## src/rtl/fltsig_pkg.sv

```systemverilog
package fltsig_pkg;
  typedef enum logic [1:0] {
    ADR_CTRL = 2'd0,
    ADR_DLY  = 2'd1,
    ADR_PER  = 2'd2,
    ADR_STAT = 2'd3
  } adr_e;

  typedef struct packed {
    logic in_en;
    logic out_en;
    logic hb_mode;
    logic enable;
  } ctrl_t;

  localparam int CTRL_W = $bits(ctrl_t);
endpackage

```

## src/rtl/fltsig_regs.sv

```systemverilog
module fltsig_regs
  import fltsig_pkg::*;
#(
  parameter int DW    = 32,
  parameter int DLY_W = 16,
  parameter int PER_W = 16
) (
  input  logic             clk,
  input  logic             rst_n,
  input  logic             wr_en,
  input  logic [1:0]       wr_addr,
  input  logic [DW-1:0]    wr_data,
  input  logic [1:0]       rd_addr,
  output logic [DW-1:0]    rd_data,
  input  logic             active_i,
  output ctrl_t            ctrl_o,
  output logic [DLY_W-1:0] dly_o,
  output logic [PER_W-1:0] per_o,
  output logic             clr_o
);
  ctrl_t            ctrl_q, wc;
  logic [DLY_W-1:0] dly_q;
  logic [PER_W-1:0] per_q;

  assign wc = ctrl_t'(wr_data[CTRL_W-1:0]);

  always_ff @(posedge clk or negedge rst_n) begin
    if (!rst_n) begin
      ctrl_q <= '0;
      dly_q  <= '0;
      per_q  <= '0;
    end else if (wr_en) begin
      unique case (adr_e'(wr_addr))
        ADR_CTRL: begin
          ctrl_q.hb_mode <= wc.hb_mode;
          ctrl_q.out_en  <= wc.out_en;
          ctrl_q.enable  <= wc.enable & (ctrl_q.enable | ~active_i);
          ctrl_q.in_en   <= wc.in_en & ~wc.hb_mode & (ctrl_q.in_en | ~ctrl_q.enable);
        end
        ADR_DLY: dly_q <= wr_data[DLY_W-1:0];
        ADR_PER: per_q <= wr_data[PER_W-1:0];
        default: ;
      endcase
    end
  end

  assign clr_o  = wr_en && (adr_e'(wr_addr) == ADR_STAT) && wr_data[0];
  assign ctrl_o = ctrl_q;
  assign dly_o  = dly_q;
  assign per_o  = per_q;

  always_comb begin
    unique case (adr_e'(rd_addr))
      ADR_CTRL: rd_data = DW'(ctrl_q);
      ADR_DLY:  rd_data = DW'(dly_q);
      ADR_PER:  rd_data = DW'(per_q);
      default:  rd_data = DW'(active_i);
    endcase
  end

  AST_EN_INTERLOCK: assert property (@(posedge clk) disable iff (!rst_n)
    $rose(ctrl_q.enable) |-> !$past(active_i));
  AST_IN_WHILE_OFF: assert property (@(posedge clk) disable iff (!rst_n)
    $rose(ctrl_q.in_en) |-> !$past(ctrl_q.enable));
  AST_IN_FAULT_MODE: assert property (@(posedge clk) disable iff (!rst_n)
    ctrl_q.in_en |-> !ctrl_q.hb_mode);
endmodule

```

## src/rtl/fltsig_delay.sv

```systemverilog
module fltsig_delay #(
  parameter int N_SRC = 8,
  parameter int DLY_W = 16
) (
  input  logic             clk,
  input  logic             rst_n,
  input  logic             enable_i,
  input  logic             in_en_i,
  input  logic [N_SRC-1:0] src_i,
  input  logic             ext_i,
  input  logic [DLY_W-1:0] dly_i,
  input  logic             clr_i,
  output logic             active_o
);
  logic [DLY_W-1:0] cnt_q;
  logic             active_q;
  logic             any_src, trig, set, auto_clr;

  assign any_src  = (|src_i) | (in_en_i & ext_i);
  assign trig     = enable_i & any_src;
  assign set      = trig && (cnt_q == '0);
  assign auto_clr = ~enable_i & ~any_src;

  always_ff @(posedge clk or negedge rst_n) begin
    if (!rst_n) begin
      cnt_q    <= '0;
      active_q <= 1'b0;
    end else begin
      if (!trig)              cnt_q <= dly_i;
      else if (cnt_q != '0)   cnt_q <= cnt_q - 1'b1;
      active_q <= set | (active_q & ~clr_i & ~auto_clr);
    end
  end

  assign active_o = active_q;

  AST_SET_AT_ZERO: assert property (@(posedge clk) disable iff (!rst_n)
    $rose(active_q) |-> $past(trig && cnt_q == '0));
  AST_NO_SET_OFF: assert property (@(posedge clk) disable iff (!rst_n)
    $rose(active_q) |-> $past(enable_i));
endmodule

```

## src/rtl/fltsig_beat.sv

```systemverilog
module fltsig_beat #(
  parameter int PER_W = 16
) (
  input  logic             clk,
  input  logic             rst_n,
  input  logic             enable_i,
  input  logic             hb_mode_i,
  input  logic             out_en_i,
  input  logic             active_i,
  input  logic [PER_W-1:0] per_i,
  output logic             pin_o,
  output logic             pin_oe_o
);
  logic [PER_W-1:0] hb_cnt_q;
  logic             lvl_q;
  logic             run;

  assign run = enable_i & hb_mode_i & ~active_i;

  always_ff @(posedge clk or negedge rst_n) begin
    if (!rst_n) begin
      hb_cnt_q <= '0;
      lvl_q    <= 1'b0;
    end else if (!run) begin
      hb_cnt_q <= '0;
    end else if (hb_cnt_q >= per_i) begin
      hb_cnt_q <= '0;
      lvl_q    <= ~lvl_q;
    end else begin
      hb_cnt_q <= hb_cnt_q + 1'b1;
    end
  end

  assign pin_oe_o = out_en_i;
  assign pin_o    = out_en_i & (hb_mode_i ? lvl_q : active_i);

  AST_HB_HOLD: assert property (@(posedge clk) disable iff (!rst_n)
    $past(active_i) |-> lvl_q == $past(lvl_q));
  AST_HB_EDGE_AT_END: assert property (@(posedge clk) disable iff (!rst_n)
    (lvl_q != $past(lvl_q)) |-> $past(run && hb_cnt_q >= per_i));
endmodule

```

## src/rtl/fltsig_ctrl.sv

```systemverilog
module fltsig_ctrl
  import fltsig_pkg::*;
#(
  parameter int N_SRC = 8,
  parameter int DW    = 32,
  parameter int DLY_W = 16,
  parameter int PER_W = 16
) (
  input  logic             clk,
  input  logic             rst_n,
  input  logic             wr_en,
  input  logic [1:0]       wr_addr,
  input  logic [DW-1:0]    wr_data,
  input  logic [1:0]       rd_addr,
  output logic [DW-1:0]    rd_data,
  input  logic [N_SRC-1:0] src_fault,
  input  logic             ext_fault,
  output logic             fault_pin,
  output logic             fault_pin_oe,
  output logic             fault_active
);
  ctrl_t            ctrl;
  logic [DLY_W-1:0] dly;
  logic [PER_W-1:0] per;
  logic             clr, active;

  fltsig_regs #(.DW(DW), .DLY_W(DLY_W), .PER_W(PER_W)) u_regs (
    .clk(clk), .rst_n(rst_n), .wr_en(wr_en), .wr_addr(wr_addr), .wr_data(wr_data),
    .rd_addr(rd_addr), .rd_data(rd_data), .active_i(active),
    .ctrl_o(ctrl), .dly_o(dly), .per_o(per), .clr_o(clr)
  );

  fltsig_delay #(.N_SRC(N_SRC), .DLY_W(DLY_W)) u_delay (
    .clk(clk), .rst_n(rst_n), .enable_i(ctrl.enable), .in_en_i(ctrl.in_en),
    .src_i(src_fault), .ext_i(ext_fault), .dly_i(dly), .clr_i(clr), .active_o(active)
  );

  fltsig_beat #(.PER_W(PER_W)) u_beat (
    .clk(clk), .rst_n(rst_n), .enable_i(ctrl.enable), .hb_mode_i(ctrl.hb_mode),
    .out_en_i(ctrl.out_en), .active_i(active), .per_i(per),
    .pin_o(fault_pin), .pin_oe_o(fault_pin_oe)
  );

  assign fault_active = active;
endmodule

```

## config.mk

```make
export PLATFORM = sky130hd
export DESIGN_NAME = fltsig_ctrl
export DESIGN_NICKNAME = d
export VERILOG_FILES = /design/src/rtl/fltsig_pkg.sv /design/src/rtl/fltsig_regs.sv /design/src/rtl/fltsig_delay.sv /design/src/rtl/fltsig_beat.sv /design/src/rtl/fltsig_ctrl.sv
export SDC_FILE = /design/constraint.sdc
export NUM_CORES = 1
export LEC_CHECK = 0
export CORE_AREA = 2 2 88 90
export DETAILED_ROUTE_END_ITERATION = 6
export DIE_AREA = 0 0 90 92
export DONT_BUFFER_PORTS = 1
export PLACE_DENSITY = 0.73
export SYNTH_ARGS = -nofsm -noshare
export SYNTH_HDL_FRONTEND = slang
export SYNTH_SLANG_ARGS = --single-unit
```

## constraint.sdc

```tcl
create_clock -name clk -period 3.6 [get_ports clk]
set_input_delay 0.54 -clock clk [delete_from_list [all_inputs] [get_ports clk]]
set_output_delay 0.54 -clock clk [all_outputs]
set_load 0.02 [all_outputs]
```

==> results.toml, run 1 <==
[status]
status = "finished, final reports clean"

[route]
vias = 2831
wl_um = 8322
drc = 0
drtIter0Drc = 193
viasPerCell = 5.685
firstDrtPassIters = 4
ant_nets = 0
wl_per_cell_um = 16.71

[sta]
period_share_pct = 68.74
slew_headroom_pct = 37.34
setup_tns_ps = 0
finalCriticalPeriod_ps = 2475
fmax_ghz = 0.4041
finalClockSkew_ps = 5.000
setup_violations = 0
worst_pin_slew_ps = 937.1
rsz0062_at_grt = "false"
hold_viol_final = 0
final_max_slew_viol_count = 0

[synth]
yosysUniqueCellTypes = 41
synth_area_leader_cell = "dfrtp_1"
synth.most_common_cell = "dfrtp_1"
syn_avg_cell_area_sq_um = 10.12
synth_area_leaders = "dfrtp_1 (45%), mux2_2 (9.5%), ha_1 (6.1%)"
ys_seq_area_share_pct = 44.84
synthTopCellsByCount = "dfrtp_1 (70), nand2_1 (40), mux2_2 (33)"
synthArstFlopShare_pct = 100.0
synthDominantCellAreaShare_pct = 44.84
synth_enable_flop_cells = 0
syn_area_sq_um = 3906
yosys_warnings = 0
yosys_register_bits = 70
synth_cells = 386
synth_flop_cell = "dfrtp_1"

[clock_tree]
numClockSinks = 70
cts_max_path_buffers = 2
clkLatencyLatePin_ps = 340
h-tree-depth = 3
root_buffer = "clkbuf_8"
clk_pin_slew_ps = 70
cts_setup_buffers = 0
cts_resized = 0
postCtsHoldBufs = 1
cts_tree = "built"
cts-buffers-inserted = 9

[floorplanning]
core_sq_um = 7447
die_height_um = 92
io_pins = 83
rows = 32
dieWidth_um = 90
dieArea_sq_um = 8280
initial_core_util_pct = 52.45

[placed_design]
hpwl_um = 6038
finalWeightedCongestion = 0.9205
port_buffers = 0

[critical_path]
slowest_stage = "nand4b_1"
crit_fanout = 16
setup.worst_path.start_class = "register"
worstPathRequired_ps = 3850
cp_cell_sequence = "inv_1 > ha_1 > nand4_1 > nor3_1 > a221oi_1 > nand4b_1 > nor2_1"
crit_type = "register to register"
slowest_delay_ps = 650
endpoint_kind = "register"
arrival_ps = 2730

[cells_and_area]
diodes = 0
num-fill-cells = 664
syn2layout_area_growth_pct = 6.727
nets = 458
drive_above_1_share_pct = 14.90
utilization_pct = 55.98

[power]
power_density_nw_per_um2 = 579.5
irDropWorstVdd_v = 0.0002162
p_leak_nw = 1.805
total_power_mw = 2.416

[global_routing]
grt_pass1_wl_um = 13720
grt_max_degree = 71
grt_pass1_vias = 2901
grt_use_total_pct = 20.96
grt_overflow = 0
antenna_found_initial = 0

[worst_hold_path]
hp-class = "primary input to asynchronous set/reset pin"

[flow_run]
cap_violations = 0
## stage by stage
step / hold WS, ps / std cells / worst slack [ps] / cell area, sq um
2_1_floorplan: 244.4 / 401 / 1470 / 3963
3_3_place_gp: 247.3 / 481 / 1254 / 3955
3_5_place_dp: 247.8 / 481 / 1156 / 3955
4_1_cts: 82.71 / 498 / 1138 / 4169
5_1_grt: 89.75 / 498 / 919.4 / 4169
6_report: 79.81 / 498 / 1125 / 4169
## placed cells by master (no fill, tap or decap), types with 4 or more instances in the layout
cell type  count
nor4_1         6
a22o_1        12
inv_1         22
mux2_2        33
o21ai_0       21
nand2_1       40
xor2_1        10
clkbuf_8      12
mux2i_1        4
nor3_1        11
a21oi_1       12
conb_1        16
nor2_1        32
dfrtp_1       70
ha_1          19
nand4_1        8
xnor2_1       15
nand3b_1       4
nand3_1       10
nor2b_1        5
## kinds of logic (layout without fill, tap and decap cells)
group                    count (synthesis)  after routing  share of synthesized area, %
other                                    1             16                       0.09600
adder cells (fa/ha/maj)                 19             19                         6.086
AND/OR/NAND/NOR                        133            133                         17.43
flip-flops                              70             70                         44.84
AO/OA/AOI/OAI                           54             54                         8.872
buffers and inverters                   46             41                         5.958
XOR/XNOR                                25             25                         5.605
multiplexers                            38             38                         11.11
## final timing paths
kind | from | to | slack, ps | depth (start not counted)
max | u_regs.per_o[15] | u_beat.hb_cnt_q[14] | 1130 | 7
min | rst_n | u_delay.active_o | 80 | 1
max reg2reg | u_regs.per_o[15] | u_beat.hb_cnt_q[14] | 1130 | 7
min reg2reg | u_beat.lvl_q | u_beat.lvl_q | 490 | 1
max in group asynchronous | rst_n | u_regs.ctrl_o[3] | 3240 | 1
min in group clk | wr_data[2] | u_regs.ctrl_o[2] | 310 | 2
## where the power goes
part           internal, mW  switching [mW]
clock                 0.305           0.288
combinational         0.274           0.367
sequential            0.961           0.222
## sequential cells by signal, indices dropped and copies added (netlist names)
name,flops
u_regs.ctrl_o,4
u_regs.per_o,16
u_regs.dly_o,16
u_delay.active_o,1
u_beat.lvl_q,1
u_delay.cnt_q,16
u_beat.hb_cnt_q,16
## worst max-delay path, delay by kind of cell (launching register included)
| family | cells | cell delay, ps |
|---|---|---|
| buffers and inverters | 1 | 70 |
| DFF | 1 | 410 |
| adders and majority gates | 1 | 330 |
| and+or+nand+nor | 4 | 1200 |
| AOI/OAI and AO/OA | 1 | 380 |
## routing by layer
layer	share of wire, %	global-route usage [%]	wire, um
met1	41	24.93	3407
met2	52	35.84	4302
met3	5.2	4.930	430
met4	2.2	10.26	182
met5	0	0	0
## cell type report
cell class	count	area, sq um	share of cell area (%)
clock buffer	13	168.9	4.052
clock inverter	3	17.52	0.4202
inverter	22	82.58	1.981
multi-input combinational	285	1978	47.45
sequential	70	1752	42.02
tap	102	127.6	3.061
timing repair buffer	3	42.54	1.020
No activity file was read; power rests on OpenSTA's default activity.
==> inputs of run 2 (changes only) <==
Settings changed: ABC_AREA from default to 1, CORE_AREA 2 2 88 90 to 2 2 89 91, DIE_AREA 0 0 90 92 to 0 0 91 93.
Clock period 3.6 ns to 2.3 ns, I/O delays scaled along.
==> results.toml, run 2 <==
[critical_path]
timing.rr.end = "u_beat.hb_cnt_q[8]"
crit_type = "primary input to output pin"
r2r_start = "u_beat.hb_cnt_q[11]"
startpoint = "rd_addr[1]"
worstPathRequired_ps = 1960
reg2reg_depth = 6
crit_end = "rd_data[15]"
arrival_ps = 1430
regToRegSetupSlack_ps = 570
crit_fanout = 17
setup.worst_path.start_class = "primary input"
endpoint_kind = "output pin"

[route]
drc = 0
wl_um = 7998
drtIter0Drc = 180
firstDrtPassIters = 4
ant_nets = 0
vias = 3109
wl_per_cell_um = 12.98
viasPerCell = 5.047

[synth]
synth_mux_area_share_pct = 0
yosys_register_bits = 70
synthArstFlopShare_pct = 100.0
synth_area_leader_cell = "dfrtp_1"
synth-xor-area-share_pct = 5.455
synthDominantCellAreaShare_pct = 43.64
synth_top_family_by_area = "simple AND/OR/NAND/NOR gates"
yosys_warnings = 0
syn_area_sq_um = 4014
synthTopCellsByCount = "nand2_1 (109), dfrtp_1 (70), inv_1 (53)"
synth-simple-area-share_pct = 24.50
synth_cells = 496
synth_area_leaders = "dfrtp_1 (44%), nand2_1 (10%), o21ai_0 (6.5%)"
syn_avg_cell_area_sq_um = 8.092
synth.most_common_cell = "nand2_1"
synth_flop_cell = "dfrtp_1"
synth_enable_flop_cells = 0
yosysUniqueCellTypes = 31
ys_seq_area_share_pct = 43.64
synth-compound-area-share_pct = 10.26
synth-adder-area-share_pct = 5.923

[worst_hold_path]
hp-class = "primary input to register"
holdPathStages = 1

[global_routing]
grt_use_total_pct = 19.96
grt_max_degree = 71
grt_pass1_wl_um = 13500
grt_overflow = 0
grt_pass1_vias = 3001
antenna_found_initial = 0

[cells_and_area]
final_common_cell = "nand2_1"
num-fill-cells = 724
stdcell_count = 616
nets = 576
most-common-layout-cells = "nand2_1 (109), dfrtp_1 (70), inv_1 (53)"
syn2layout_area_growth_pct = 8.074
fin_area_sq_um = 4338
drive_above_1_share_pct = 10.89
diodes = 0

[floorplanning]
core_sq_um = 7527
dieArea_sq_um = 8463
dieWidth_um = 91
io_pins = 83
die_height_um = 93
rows = 32
initial_core_util_pct = 53.32

[sta]
slew_headroom_pct = 63.15
hold_viol_final = 0
setup_tns_ps = 0
finalClockSkew_ps = 7.326
final_max_slew_viol_count = 0
rsz0062_at_grt = "false"
period_share_pct = 77.16
setup_ws_ps = 525.3
hold_ws_ps = 155.2
finalCriticalPeriod_ps = 1775
worst_pin_slew_ps = 550.3
setup_violations = 0
fmax_ghz = 0.5635

[clock_tree]
h-tree-depth = 3
clkLatencyLatePin_ps = 330
numClockSinks = 70
cts_tree = "built"
cts_max_path_buffers = 2
cts_resized = 0
clk_pin_slew_ps = 70
cts_setup_buffers = 0
cts-buffers-inserted = 9
root_buffer = "clkbuf_8"

[power]
p_leak_nw = 2.126
irDropWorstVdd_v = 0.0003436
power_density_nw_per_um2 = 851.3

[placed_design]
finalWeightedCongestion = 0.8693
placedCellCount = 598
hpwl_um = 6024
port_buffers = 0
dp_slack_ps = 553.7
placed_area_sq_um = 4114

[status]
status = "finished, final reports clean"

[flow_run]
cap_violations = 0
run 2: routing by layer:
| metal | part of all wire, % | GRT usage (%) | vias to the layer above |
|---|---|---|---|
| li1 | - | - | 1592 |
| met1 | 45 | 26.09 | 1442 |
| met2 | 49 | 33.70 | 61 |
| met3 | 3.5 | 2.659 | 14 |
| met4 | 2.1 | 8.333 | 0 |
| met5 | 0 | 0 | - |
run 2: area by class of cell:
cell class / instances / area [sq um] / share of cell area (%)
tap: 102 / 127.6 / 2.942
clock buffer: 13 / 168.9 / 3.894
clock inverter: 3 / 17.52 / 0.4038
inverter: 58 / 217.7 / 5.019
sequential: 70 / 1752 / 40.38
multi-input combinational: 354 / 1912 / 44.07
timing repair buffer: 16 / 142.6 / 3.288
run 2: power breakdown:
group / switching, mW / leakage, nW / internal [mW] / total (mW)
Sequential: 0.226 / 0.901 / 1.47 / 1.70
Combinational: 0.688 / 1.13 / 0.396 / 1.08
Clock: 0.435 / 0.0954 / 0.477 / 0.912
Total: 1.35 / 2.13 / 2.34 / 3.69
run 2: how the worst min path moves through the flow:
| stage | from | end |
|---|---|---|
| floorplan | rst_n | u_beat.hb_cnt_q[0] |
| global placement | rst_n | u_beat.hb_cnt_q[1] |
| detailed placement | rst_n | u_beat.lvl_q |
| CTS | wr_data[0] | u_regs.ctrl_o[0] |
| global route | wr_data[0] | u_regs.ctrl_o[0] |
| finish | wr_data[0] | u_regs.ctrl_o[0] |
run 2: kinds of logic after synthesis:
kind of cell,count (synthesis)
compound gates,78
xor+xnor,25
fa+ha+maj,19
buf+inv,87
flops,70
other cells,1
simple gates,216
run 2: what timing repair did:
action | in CTS | in global routing
endpoints found under the setup margin | 0 | 0
hold buffers | 2 | 0
hold endpoints to repair | 70 | 0
run 2: critical path, stage by stage:
cell and delay (ps):
inv_2 210, nor2_1 100, inv_1 330, o21ai_0 230, buf_4 210
run 2: stage by stage:
stage	util, %	total power, mW
global route	57.63	3.967
CTS	57.63	3.731
global placement	54.65	2.739
finish	57.63	3.693
detailed placement	54.65	2.778
floorplan	-	2.567
==> inputs of run 3 (changes only) <==
Clock period 2.3 ns to 1.7 ns, I/O delays scaled along.
==> results.toml, run 3 (synthesized netlist as in run 2, its figures left out) <==
[clock_tree]
root_buffer = "clkbuf_8"
cts_tree = "built"
clk_pin_slew_ps = 80
cts-buffers-inserted = 9
h-tree-depth = 3
clkLatencyLatePin_ps = 340
cts_max_path_buffers = 2
numClockSinks = 70

[sta]
rsz0062_at_grt = "true"
fmax_ghz = 0.5883
worst_pin_slew_ps = 614.7
setup_violations = 0
period_share_pct = 99.99
hold_viol_final = 70
finalClockSkew_ps = 7.021
slew_headroom_pct = 58.87
hold_ws_ps = -395.4
finalCriticalPeriod_ps = 1700
setup_tns_ps = 0
final_max_slew_viol_count = 0

[critical_path]
regToRegSetupSlack_ps = 0.3
reg2reg_depth = 12
setup.worst_path.start_class = "register"
arrival_ps = 1930
crit_type = "register to register"
timing.rr.end = "u_beat.lvl_q"
endpoint_kind = "register"
crit_fanout = 3
cp_cell_sequence = "ha_4 > nand2_2 > inv_2 > nand2_1 > nor2_1 > nor2_1 > nand2_1 > nand2_4 > nand2_1 > nand2_1 > nand2_1 > nand2_1"
cp_common_cell = "nand2_1"
slowest_stage = "dfrtp_1"
r2r_start = "u_beat.hb_cnt_q[7]"
worstPathRequired_ps = 1930
slowest_delay_ps = 420

[route]
drtIter0Drc = 297
viasPerCell = 5.207
wl_um = 9176
firstDrtPassIters = 5
ant_nets = 0
wl_per_cell_um = 14.38
drc = 0
vias = 3322

[cells_and_area]
most-common-layout-cells = "nand2_1 (107), dfrtp_1 (70), o21ai_0 (51)"
syn2layout_area_growth_pct = 16.12
diodes = 0
utilization_pct = 61.92
nets = 598
final_common_cell = "nand2_1"
drive_above_1_share_pct = 18.66

[worst_hold_path]
hp-class = "primary input to asynchronous set/reset pin"

[flow_run]
cap_violations = 0

[power]
total_power_mw = 5.678
p_leak_nw = 2.277
irDropWorstVdd_v = 0.0004925
power_density_nw_per_um2 = 1218

[global_routing]
antenna_found_initial = 0
grt_overflow = 0
grt_max_degree = 71
grt_pass1_vias = 3364
grt_use_total_pct = 22.21
grt_pass1_wl_um = 15030

[floorplanning]
dieArea_sq_um = 8463
initial_core_util_pct = 53.32
io_pins = 83
dieWidth_um = 91
core_sq_um = 7527
die_height_um = 93
rows = 32

[status]
status = "complete, but fails checks"
violations = "negative hold slack"

[placed_design]
port_buffers = 0
hpwl_um = 6291
finalWeightedCongestion = 0.8693
-- run 3: cell count changes in the layout (fill, tap and decap cells not counted), moves of 2 or more --
cell and delta:
buf_4 +22, bufinv_16 +4, clkbuf_8 -3, ha_1 -4, ha_4 +4, inv_1 -4
inv_2 +4, nand2_1 -2, nor2_1 -9, nor2_2 +9
-- run 3: how the worst max path moves through the flow --
stage | from | end | slack [ps]
4_1_cts | u_regs.per_o[7] | u_beat.hb_cnt_q[13] | 7
3_5_place_dp | u_regs.per_o[9] | u_beat.hb_cnt_q[11] | 60
3_3_place_gp | u_regs.per_o[11] | u_beat.hb_cnt_q[14] | 90
5_1_grt | u_regs.per_o[7] | u_beat.lvl_q | -110
6_report | u_beat.hb_cnt_q[7] | u_beat.lvl_q | 0.3
2_1_floorplan | u_beat.hb_cnt_q[5] | u_beat.hb_cnt_q[5] | 160
-- run 3: per-stage QoR --
step	setup WS [ps]	instance area (sq um)	hold slack, ps	std cells
2_1_floorplan	158.2	4070	-40.59	511
3_3_place_gp	90.21	4242	-37.59	615
3_5_place_dp	63.31	4242	-37.70	615
4_1_cts	6.760	4503	-412.4	631
5_1_grt	-112.6	4661	-418.5	638
6_report	0.2549	4661	-395.4	638
-- run 3: worst max-delay path, delay by kind of cell, from the launching register on --
kind / cells / cell delay (ps)
fa+ha+maj: 1 / 290
simple gates: 10 / 820
buf+inv: 1 / 50
flops: 1 / 420
-- run 3: power by group --
part           internal, mW  switching (mW)
registers              1.99           0.309
logic                 0.621            1.00
clock network          1.12           0.634
total                  3.74            1.94
-- run 3: metal layers --
layer	global-route usage, %	wire length [um]	vias up
met5	0	0	-
met4	10.10	257	0
met3	2.498	265	24
met2	38.27	4615	89
met1	28.32	4038	1577
li1	-	-	1632
-- run 3: cell type report --
| cell class | instances | area [sq um] |
|---|---|---|
| Inverter | 58 | 217.7 |
| Tap cell | 102 | 127.6 |
| Fill cell | 671 | 2867 |
| Timing Repair Buffer | 37 | 281.5 |
| Multi-Input combinational cell | 355 | 2021 |
| Sequential cell | 70 | 1752 |
| Clock inverter | 6 | 133.9 |
| Clock buffer | 10 | 127.6 |
-- run 3: what timing repair did --
action / CTS / global route
endpoints found under the setup margin: 0 / 17
setup buffers: 0 / 6
gates resized for setup: 0 / 25
hold endpoints to repair: 70 / 70
